File: src/rtl/dseq_pkg.sv
package dseq_pkg;
  localparam int ADDR_W  = 9;
  localparam int BANK_W  = 2;
  localparam int BANKS   = 1 << BANK_W;

  typedef enum logic [2:0] {
    SQ_IDLE = 3'd0,
    SQ_ROW  = 3'd1,
    SQ_COLW = 3'd2,
    SQ_AUTO = 3'd3,
    SQ_PAGE = 3'd4
  } sq_state_t;

  function automatic logic is_col_phase(input sq_state_t s);
    return (s == SQ_COLW) || (s == SQ_AUTO) || (s == SQ_PAGE);
  endfunction
endpackage

File: src/rtl/dseq_addr_latch.sv
module dseq_addr_latch #(
  parameter int W = 9
) (
  input  logic         clk,
  input  logic         rst,
  input  logic         open_i,
  input  logic [W-1:0] d_i,
  output logic [W-1:0] q_o
);
  logic [W-1:0] held_q;

  always_ff @(posedge clk) begin
    if (rst)         held_q <= '0;
    else if (open_i) held_q <= d_i;
  end

  // transparent while open, holding the last open value otherwise
  assign q_o = open_i ? d_i : held_q;
endmodule

File: src/rtl/dseq_bank_decode.sv
module dseq_bank_decode #(
  parameter int SEL_W = 2,
  localparam int N = 1 << SEL_W
) (
  input  logic [SEL_W-1:0] sel_i,
  output logic [N-1:0]     hot_o
);
  for (genvar i = 0; i < N; i++) begin : g_dec
    assign hot_o[i] = (sel_i == SEL_W'(i));
  end
endmodule

File: src/rtl/dseq_fsm.sv
module dseq_fsm
  import dseq_pkg::*;
#(
  parameter int HOLD_CYC = 1,
  localparam int CNT_W = (HOLD_CYC < 2) ? 1 : $clog2(HOLD_CYC)
) (
  input  logic clk,
  input  logic rst,
  input  logic acc_req_i,
  input  logic cas_req_i,
  input  logic ext_cas_i,
  input  logic busy_i,
  output logic start_o,
  output logic stop_o,
  output logic col_next_o,
  output logic cas_o
);
  sq_state_t  st_q, st_d;
  logic [CNT_W-1:0] cnt_q;
  logic       ext_q;
  logic       cas_d;

  assign start_o = (st_q == SQ_IDLE) && acc_req_i && !busy_i;
  assign stop_o  = (st_q != SQ_IDLE) && !acc_req_i;

  always_comb begin
    st_d = st_q;
    unique case (st_q)
      SQ_IDLE: if (start_o) st_d = SQ_ROW;
      SQ_ROW: begin
        if (!acc_req_i)                          st_d = SQ_IDLE;
        else if (cnt_q == CNT_W'(HOLD_CYC - 1))  st_d = ext_q ? SQ_PAGE : SQ_COLW;
      end
      SQ_COLW: st_d = acc_req_i ? SQ_AUTO : SQ_IDLE;
      SQ_AUTO: begin
        if (!acc_req_i)     st_d = SQ_IDLE;
        else if (cas_req_i) st_d = SQ_PAGE;
      end
      SQ_PAGE: if (!acc_req_i) st_d = SQ_IDLE;
      default: st_d = SQ_IDLE;
    endcase
  end

  always_comb begin
    cas_d = 1'b0;
    if (acc_req_i) begin
      unique case (st_q)
        SQ_COLW, SQ_AUTO: cas_d = 1'b1;
        SQ_PAGE:          cas_d = cas_req_i;
        default:          cas_d = 1'b0;
      endcase
    end
  end

  assign col_next_o = is_col_phase(st_d);

  always_ff @(posedge clk) begin
    if (rst) begin
      st_q  <= SQ_IDLE;
      cnt_q <= '0;
      ext_q <= 1'b0;
      cas_o <= 1'b0;
    end else begin
      st_q  <= st_d;
      cas_o <= cas_d;
      if (start_o) begin
        cnt_q <= '0;
        ext_q <= ext_cas_i;
      end else if (st_q == SQ_ROW) begin
        cnt_q <= cnt_q + 1'b1;
      end
    end
  end

  AST_CAS_IN_COL_PHASE: assert property (@(posedge clk) disable iff (rst)
    cas_o |-> (st_q == SQ_AUTO || st_q == SQ_PAGE));
  AST_DROP_CLOSES: assert property (@(posedge clk) disable iff (rst)
    stop_o |=> (st_q == SQ_IDLE && !cas_o));
  AST_BUSY_STAYS_IDLE: assert property (@(posedge clk) disable iff (rst)
    (st_q == SQ_IDLE && busy_i) |=> (st_q == SQ_IDLE));
endmodule

File: src/rtl/dram_access_seq.sv
module dram_access_seq
  import dseq_pkg::*;
#(
  parameter int HOLD_CYC = 1,
  parameter int AW = ADDR_W,
  parameter int BW = BANK_W,
  localparam int NB = 1 << BW
) (
  input  logic          clk,
  input  logic          rst,
  input  logic          adr_stb,
  input  logic [AW-1:0] row_in,
  input  logic [AW-1:0] col_in,
  input  logic [BW-1:0] bank_in,
  input  logic          acc_req,
  input  logic          cas_req,
  input  logic          ext_cas,
  input  logic          busy,
  input  logic          we_in,
  output logic [AW-1:0] mux_addr,
  output logic [NB-1:0] ras_out,
  output logic          cas_out,
  output logic          we_out
);
  logic [AW-1:0] row_l, col_l;
  logic [BW-1:0] bank_l;
  logic [NB-1:0] bank_hot;
  logic          start, stop, col_next;

  dseq_addr_latch #(.W(AW)) u_row  (.clk(clk), .rst(rst), .open_i(adr_stb), .d_i(row_in),  .q_o(row_l));
  dseq_addr_latch #(.W(AW)) u_col  (.clk(clk), .rst(rst), .open_i(adr_stb), .d_i(col_in),  .q_o(col_l));
  dseq_addr_latch #(.W(BW)) u_bank (.clk(clk), .rst(rst), .open_i(adr_stb), .d_i(bank_in), .q_o(bank_l));

  dseq_bank_decode #(.SEL_W(BW)) u_dec (.sel_i(bank_l), .hot_o(bank_hot));

  dseq_fsm #(.HOLD_CYC(HOLD_CYC)) u_fsm (
    .clk(clk), .rst(rst), .acc_req_i(acc_req), .cas_req_i(cas_req),
    .ext_cas_i(ext_cas), .busy_i(busy), .start_o(start), .stop_o(stop),
    .col_next_o(col_next), .cas_o(cas_out)
  );

  always_ff @(posedge clk) begin
    if (rst) begin
      ras_out  <= '0;
      mux_addr <= '0;
      we_out   <= 1'b0;
    end else begin
      we_out   <= we_in;
      mux_addr <= col_next ? col_l : row_l;
      if (start)     ras_out <= bank_hot;
      else if (stop) ras_out <= '0;
    end
  end

  AST_RAS_ONEHOT: assert property (@(posedge clk) disable iff (rst)
    $onehot0(ras_out));
  AST_RAS_STEADY: assert property (@(posedge clk) disable iff (rst)
    (ras_out != '0 && acc_req) |=> (ras_out == $past(ras_out)));
  AST_CAS_NEEDS_RAS: assert property (@(posedge clk) disable iff (rst)
    cas_out |-> (ras_out != '0));
endmodule

File: config.mk
export PLATFORM = sky130hd
export DESIGN_NAME = dram_access_seq
export DESIGN_NICKNAME = d
export VERILOG_FILES = /design/src/rtl/dseq_pkg.sv /design/src/rtl/dseq_addr_latch.sv /design/src/rtl/dseq_bank_decode.sv /design/src/rtl/dseq_fsm.sv /design/src/rtl/dram_access_seq.sv
export SDC_FILE = /design/constraint.sdc
export NUM_CORES = 1
export LEC_CHECK = 0
export ABC_CLOCK_PERIOD_IN_PS = 1400
export BUFFER_PORTS_ARGS = -buffer_cell sky130_fd_sc_hd__buf_2
export CORE_MARGIN = 2
export CORE_UTILIZATION = 45
export CTS_CLUSTER_DIAMETER = 50
export CTS_CLUSTER_SIZE = 14
export DETAILED_ROUTE_END_ITERATION = 10
export PLACE_DENSITY = 0.76
export SETUP_SLACK_MARGIN = 0.5
export SLEW_MARGIN = 20
export SYNTH_ARGS = -nofsm -noshare
export SYNTH_HDL_FRONTEND = slang
export SYNTH_SLANG_ARGS = --single-unit
export TNS_END_PERCENT = 20
File: constraint.sdc
create_clock -name clk -period 1.4 [get_ports clk]
set_clock_uncertainty 0.15 [all_clocks]
set_input_delay 0.28 -clock clk [delete_from_list [all_inputs] [get_ports clk]]
set_output_delay 0.28 -clock clk [all_outputs]
set_load 0.05 [all_outputs]
Word-level counts from Yosys, hierarchy flattened
Index checks and enable logic that the tools add are counted.
{ "op_classes": {"add_sub_neg": 1, "n_eq_ne": 10, "n_mux": 16, "bitwise": 1, "n_reduce_logical": 14} }
{ "op_table": {"columns": ["operator", "n"], "rows": [
  ["2-to-1 mux 9 bit", 3],
  ["2-to-1 mux 3 bit", 7],
  ["case mux 3 bit (5 select lines)", 1],
  ["equality test 3 x 2 -> 1 bit, second input constant", 4],
  ["2-to-1 mux 4 bit", 2],
  ["equality test 3 bit, second input constant", 2],
  ["OR reduction 2 bit", 3],
  ["equality test 2 bit, second input constant", 2],
  ["2-to-1 mux 2 bit", 2],
  ["equality test 3 x 1 -> 1 bit, second input constant", 1],
  ["logical AND 1 bit", 3],
  ["zero test 3 bit", 1],
  ["nonzero test 3 bit", 1],
  ["equality test 2 x 1 -> 1 bit, second input constant", 1],
  ["zero test 1 bit", 2],
  ["zero test 2 bit", 1],
  ["logical OR 1 bit", 2],
  ["case mux 1 bit (2 select lines)", 1],
  ["nonzero test 2 bit", 1],
  ["adder 1 bit, second input constant", 1],
  ["inverter 1 bit", 1]
]} }
{ "word_totals": {"register_bits": 40, "in_bits": 28, "out_inout_bits": 15, "word_cells": 52} }

Logic depth before layout (Yosys ltp)
{ "depth": {"depth_word": 9, "mapped_depth": 5, "depth_no_buf": 4} }

Modules after synthesis
Synthesis repeated with hierarchy kept, for this count alone.
{ "hier_totals": {"hier_cells": 154, "hier_area_um2": 1707.9} }
{ "by_module_without_submodules": {"columns": ["module", "instances", "cells_per_inst", "area_each_um2", "seq_area_each_um2"], "rows": [
  ["dseq_addr_latch (u_col ...)", 2, 28, 382.9, 180.2],
  ["dram_access_seq", 1, 47, 489.2, 280.3],
  ["dseq_fsm", 1, 41, 340.3, 120.1],
  ["dseq_addr_latch (u_bank)", 1, 6, 86.3, 40.0],
  ["dseq_bank_decode", 1, 4, 26.3, 0.0]
]} }

Worst setup path after synthesis
Ideal clock, no wire load.
{ "synth_timing": {"path_kind": "register to register", "startpoint": "register u_fsm.st_q[2]", "endpoint": "register mux_addr[0]", "t_arrival_ns": 1.319, "setup_slack_ns": -0.190, "path_stages_with_launch": 5, "n_path_buf": 1, "period_less_slack_ns": 1.590, "cell_sequence": "dfxtp_1 -> clkbuf_1 -> o21ai_0 -> o311ai_4 -> mux2_2"} }
{ "synth_between": {"elab_chain_cells": 9, "elab_cells_between_ends": 20} }
{ "synth_lines": {"columns": ["item", "line", "rtl"], "rows": [
  ["from (decl)", "dseq_fsm.sv:18", "sq_state_t st_q, st_d;"],
  ["from (signal assigned)", "dseq_fsm.sv:64", "st_q <= st_d;"],
  ["zero test 3 bit", "dseq_fsm.sv:23, dseq_fsm.sv:28", null],
  ["logical AND 1 bit (2 in series)", "dseq_fsm.sv:23", "assign start_o = (st_q == SQ_IDLE) && acc_req_i && !busy_i;"],
  ["2-to-1 mux 3 bit", "dseq_fsm.sv:29", "SQ_IDLE: if (start_o) st_d = SQ_ROW;"],
  ["case mux 3 bit (5 select lines) (*)", "dseq_fsm.sv:28", "unique case (st_q)"],
  ["equality test 3 x 2 -> 1 bit", "dseq_pkg.sv:15", "return (s == SQ_COLW) || (s == SQ_AUTO) || (s == SQ_PAGE);"],
  ["logical OR 1 bit", "dseq_pkg.sv:15", null],
  ["logical OR 1 bit (*)", "dseq_pkg.sv:15", null],
  ["2-to-1 mux 9 bit (*)", "dram_access_seq.sv:49", "mux_addr <= col_next ? col_l : row_l;"],
  ["to (signal assigned)", "dram_access_seq.sv:49", null],
  ["to (decl)", "dram_access_seq.sv:20", "output logic [AW-1:0] mux_addr,"]
]} }
Mark *: on every way between the ends. The rest lies on a longest branch, timed or not.
A chain may end at the register's enable or synchronous reset.

Worst setup path after layout
{ "layout_timing": {"startpoint": "register u_fsm.st_q[0]", "endpoint": "register mux_addr[0]"} }
Same word-level chain as after synthesis.

==> results.py <==
metrics = {
    "setup_path": {
        "cp-start-kind": "flop",
        "worstSetupPathType": "flop to flop",
        "crit_fanout": 9,
        "worstPathArrival_ns": 1.61,
        "r2r_cells": 5,
        "worstPathRequired_ns": 1.50,
        "r2r-start": "u_fsm.st_q[0]",
        "reg2reg_to": "mux_addr[0]",
        "critPathCaptureType": "flop",
        "reg2reg_slack_ns": -0.11,
    },
    "global_route": {
        "grt_pass1_wl_mm": 5.85,
        "grt_overflow": 0,
        "track_usage_pct": 21.9,
        "grt_max_degree": 15,
        "grt_pass1_vias": 1299,
        "antenna_found_initial": 0,
    },
    "die": {
        "die_w_microns": 61.3,
        "core_area_sq_mm": 0.00308,
        "design.die.area_sq_mm": 0.00376,
        "start_util_pct": 48.0,
        "rows": 20,
        "die_h_microns": 61.3,
        "io_pins": 43,
    },
    "logic_synthesis": {
        "synth.yosys.warnings": 0,
        "syn_area_per_cell_sq_um": 10.8,
        "yosysUniqueCellTypes": 27,
        "synth_seq_cells": 40,
        "synthTopCellsByCount": "dfxtp_1 (40), nor2_1 (26), mux2i_1 (20)",
        "yosysTopAreaCell": "dfxtp_1",
        "mappedNetlistArea_sq_mm": 0.00148,
        "synthMostInstantiatedCell": "dfxtp_1",
        "synth_cells": 137,
        "ys_seq_area_share_pct": 54.2,
        "synth.area.top_cells": "dfxtp_1 (54%), mux2i_1 (14%), mux2_2 (6.9%)",
        "synth_enable_flop_cells": 0,
        "synth_nets": 165,
        "ys.flop_type": "dfxtp_1",
        "synth_top_area_share_pct": 54.2,
        "ys_async_sr_fraction_pct": 0,
    },
    "timing": {
        "whs_ns": -0.0150,
        "slew_headroom_pct": 76.1,
        "slew_violations": 0,
        "finalSetupTns_ns": -1.17,
        "finalCritPeriodShare_pct": 108,
        "timing.fmax_mhz": 660,
        "final-hold-violation-count": 1,
        "setup_violations": 13,
        "worst-slew-pin-transition_ns": 0.358,
        "rsz0062_at_grt": "true",
        "worst_slack_ns": -0.115,
        "period_minus_slack_ns": 1.51,
    },
    "worst_hold_path": {
        "hold_start": "we_in",
        "hold_end": "we_out",
        "hp-class": "primary input to flop",
        "hold_depth": 2,
    },
    "pwr": {
        "netSwitchingFraction_pct": 28.0,
        "p_per_area_mw_per_mm2": 1020,
        "p_clk_share_pct": 24.1,
        "p_int_mw": 1.61,
        "switchingPower_mw": 0.627,
        "seqPwrFrac_pct": 55.1,
        "p_leak_nw": 0.984,
        "vdd_ir_drop_max_mv": 0.656,
        "comb_power_share_pct": 20.8,
    },
    "layout": {
        "num-nets-final": 223,
        "multiInputGateArea_sq_um": 773,
        "areaGrowthSynthToFinish_pct": 48.3,
        "fillers": 223,
        "layout-drive-gt1-share_pct": 51.3,
        "regArea_sq_um": 818,
        "diodes": 0,
        "finalNonFillerCells": 239,
    },
    "place": {
        "dp_hpwl_mm": 2.38,
        "dpl.cell_count": 231,
        "gp_congestion": 0.842,
        "place_worst_setup_slack_ns": -0.246,
        "place.port_buffers": 42,
    },
    "clock_network": {
        "cts-root-buf": "clkbuf_4",
        "cts_made_buffers": 5,
        "worstSkewPairLatency_ns": 0.35,
        "cts_buffer_depth": 2,
        "htree_levels": 2,
        "clk_pin_slew_ns": 0.11,
        "cts_tree": "done",
        "cts_sinks": 40,
    },
    "detailed_routing": {
        "finalWirelength_mm": 3.62,
        "antenna_left": 0,
        "post_drt_wl_per_cell_microns": 15.2,
        "via_per_inst": 5.11,
        "drc": 0,
        "via_count": 1221,
        "drtPass1Iterations": 4,
        "drtIter0Drc": 47,
    },
    "run": {
        "timing.max_cap.violations": 0,
    },
    "status": {
        "violations": "negative hold slack, negative setup slack",
        "status": "finished with violations",
    },
}
==> registers in the layout, summed over array words and instances (netlist names), 2 cells and up <==
signal	count
mux_addr	9
u_col.held_q	9
u_row.held_q	9
ras_out	4
u_fsm.st_q	3
u_bank.held_q	2
==> per-layer routing <==
layer,vias up,global-route usage (%),routed length (microns)
li1,590,-,-
met1,567,24.5,1420
met2,53,36.0,1840
met3,11,9.87,261
met4,0,9.32,100
met5,-,0,0
==> worst max-delay path by stage <==
stage | start | endpoint | slack (ns) | depth (start not counted)
floorplan | u_fsm.st_q[0] | mux_addr[0] | -0.12 | 3
global placement | u_fsm.st_q[0] | mux_addr[7] | -0.21 | 3
detailed placement | u_fsm.st_q[0] | mux_addr[4] | -0.25 | 3
CTS | u_fsm.st_q[0] | mux_addr[0] | -0.12 | 4
global route | u_fsm.st_q[0] | mux_addr[4] | -0.16 | 4
finish | u_fsm.st_q[0] | mux_addr[0] | -0.11 | 5
==> placed cells by master, fill, tap and decap left out, types with 3 or more instances in the layout <==
master	Yosys	routed
nand3_1	4	3
clkbuf_4	0	5
buf_12	0	3
dfxtp_1	40	30
dfxtp_2	0	8
mux2i_1	20	18
a21oi_2	0	4
buf_8	0	6
buf_4	0	8
nand2_1	5	5
mux2_4	0	9
nor2_1	26	22
nor2_2	0	3
buf_2	3	27
buf_6	0	13
==> critical path: stages (launching register included) <==
cell      delay, ns
dfxtp_2        0.35
buf_4          0.15
o21ai_2        0.17
o311ai_4       0.14
buf_12         0.17
mux2_4         0.29
==> final cells by class <==
class	count	share of cell area, %
Inverter	2	0.342
Tap cell	44	2.51
Clock buffer	6	1.88
Clock inverter	1	0.228
Timing Repair Buffer	57	22.4
Multi-Input combinational cell	89	35.3
Sequential cell	40	37.3
==> cell families (layout without fill, tap and decap cells) <==
| family | after synthesis | count (layout) | share of synthesized area, % |
|---|---|---|---|
| buffers and inverters | 8 | 66 | 2.29 |
| flip-flops | 40 | 40 | 54.2 |
| multiplexers | 29 | 29 | 20.4 |
| AND/OR/NAND/NOR | 44 | 44 | 14.1 |
| AO/OA/AOI/OAI | 16 | 16 | 8.98 |
==> through the flow <==
stage                     area [sq um]  utilization (%)  total power, mW
after floorplan                   1520                -             1.49
after global placement            1870             60.9             1.61
after detailed placement          1870             60.9             1.63
after CTS                         2150             70.0             2.22
after global routing              2190             71.2             2.34
final                             2190             71.2             2.24
==> repair_timing <==
action,CTS,global route
gates resized for setup,66,11
endpoints found under the hold margin,1,0
setup endpoints to repair,35,35
pin swaps,12,8
setup buffers,1,0
==> power groups by stage <==
stage	Combinational, mW	Clock [mW]	Sequential (mW)
2_1_floorplan	0.156	0	1.34
3_3_place_gp	0.364	0	1.25
5_1_grt	0.497	0.605	1.24
6_report	0.465	0.538	1.23
3_5_place_dp	0.379	0	1.25
4_1_cts	0.445	0.546	1.23
(Power assumes the default switching activity.)
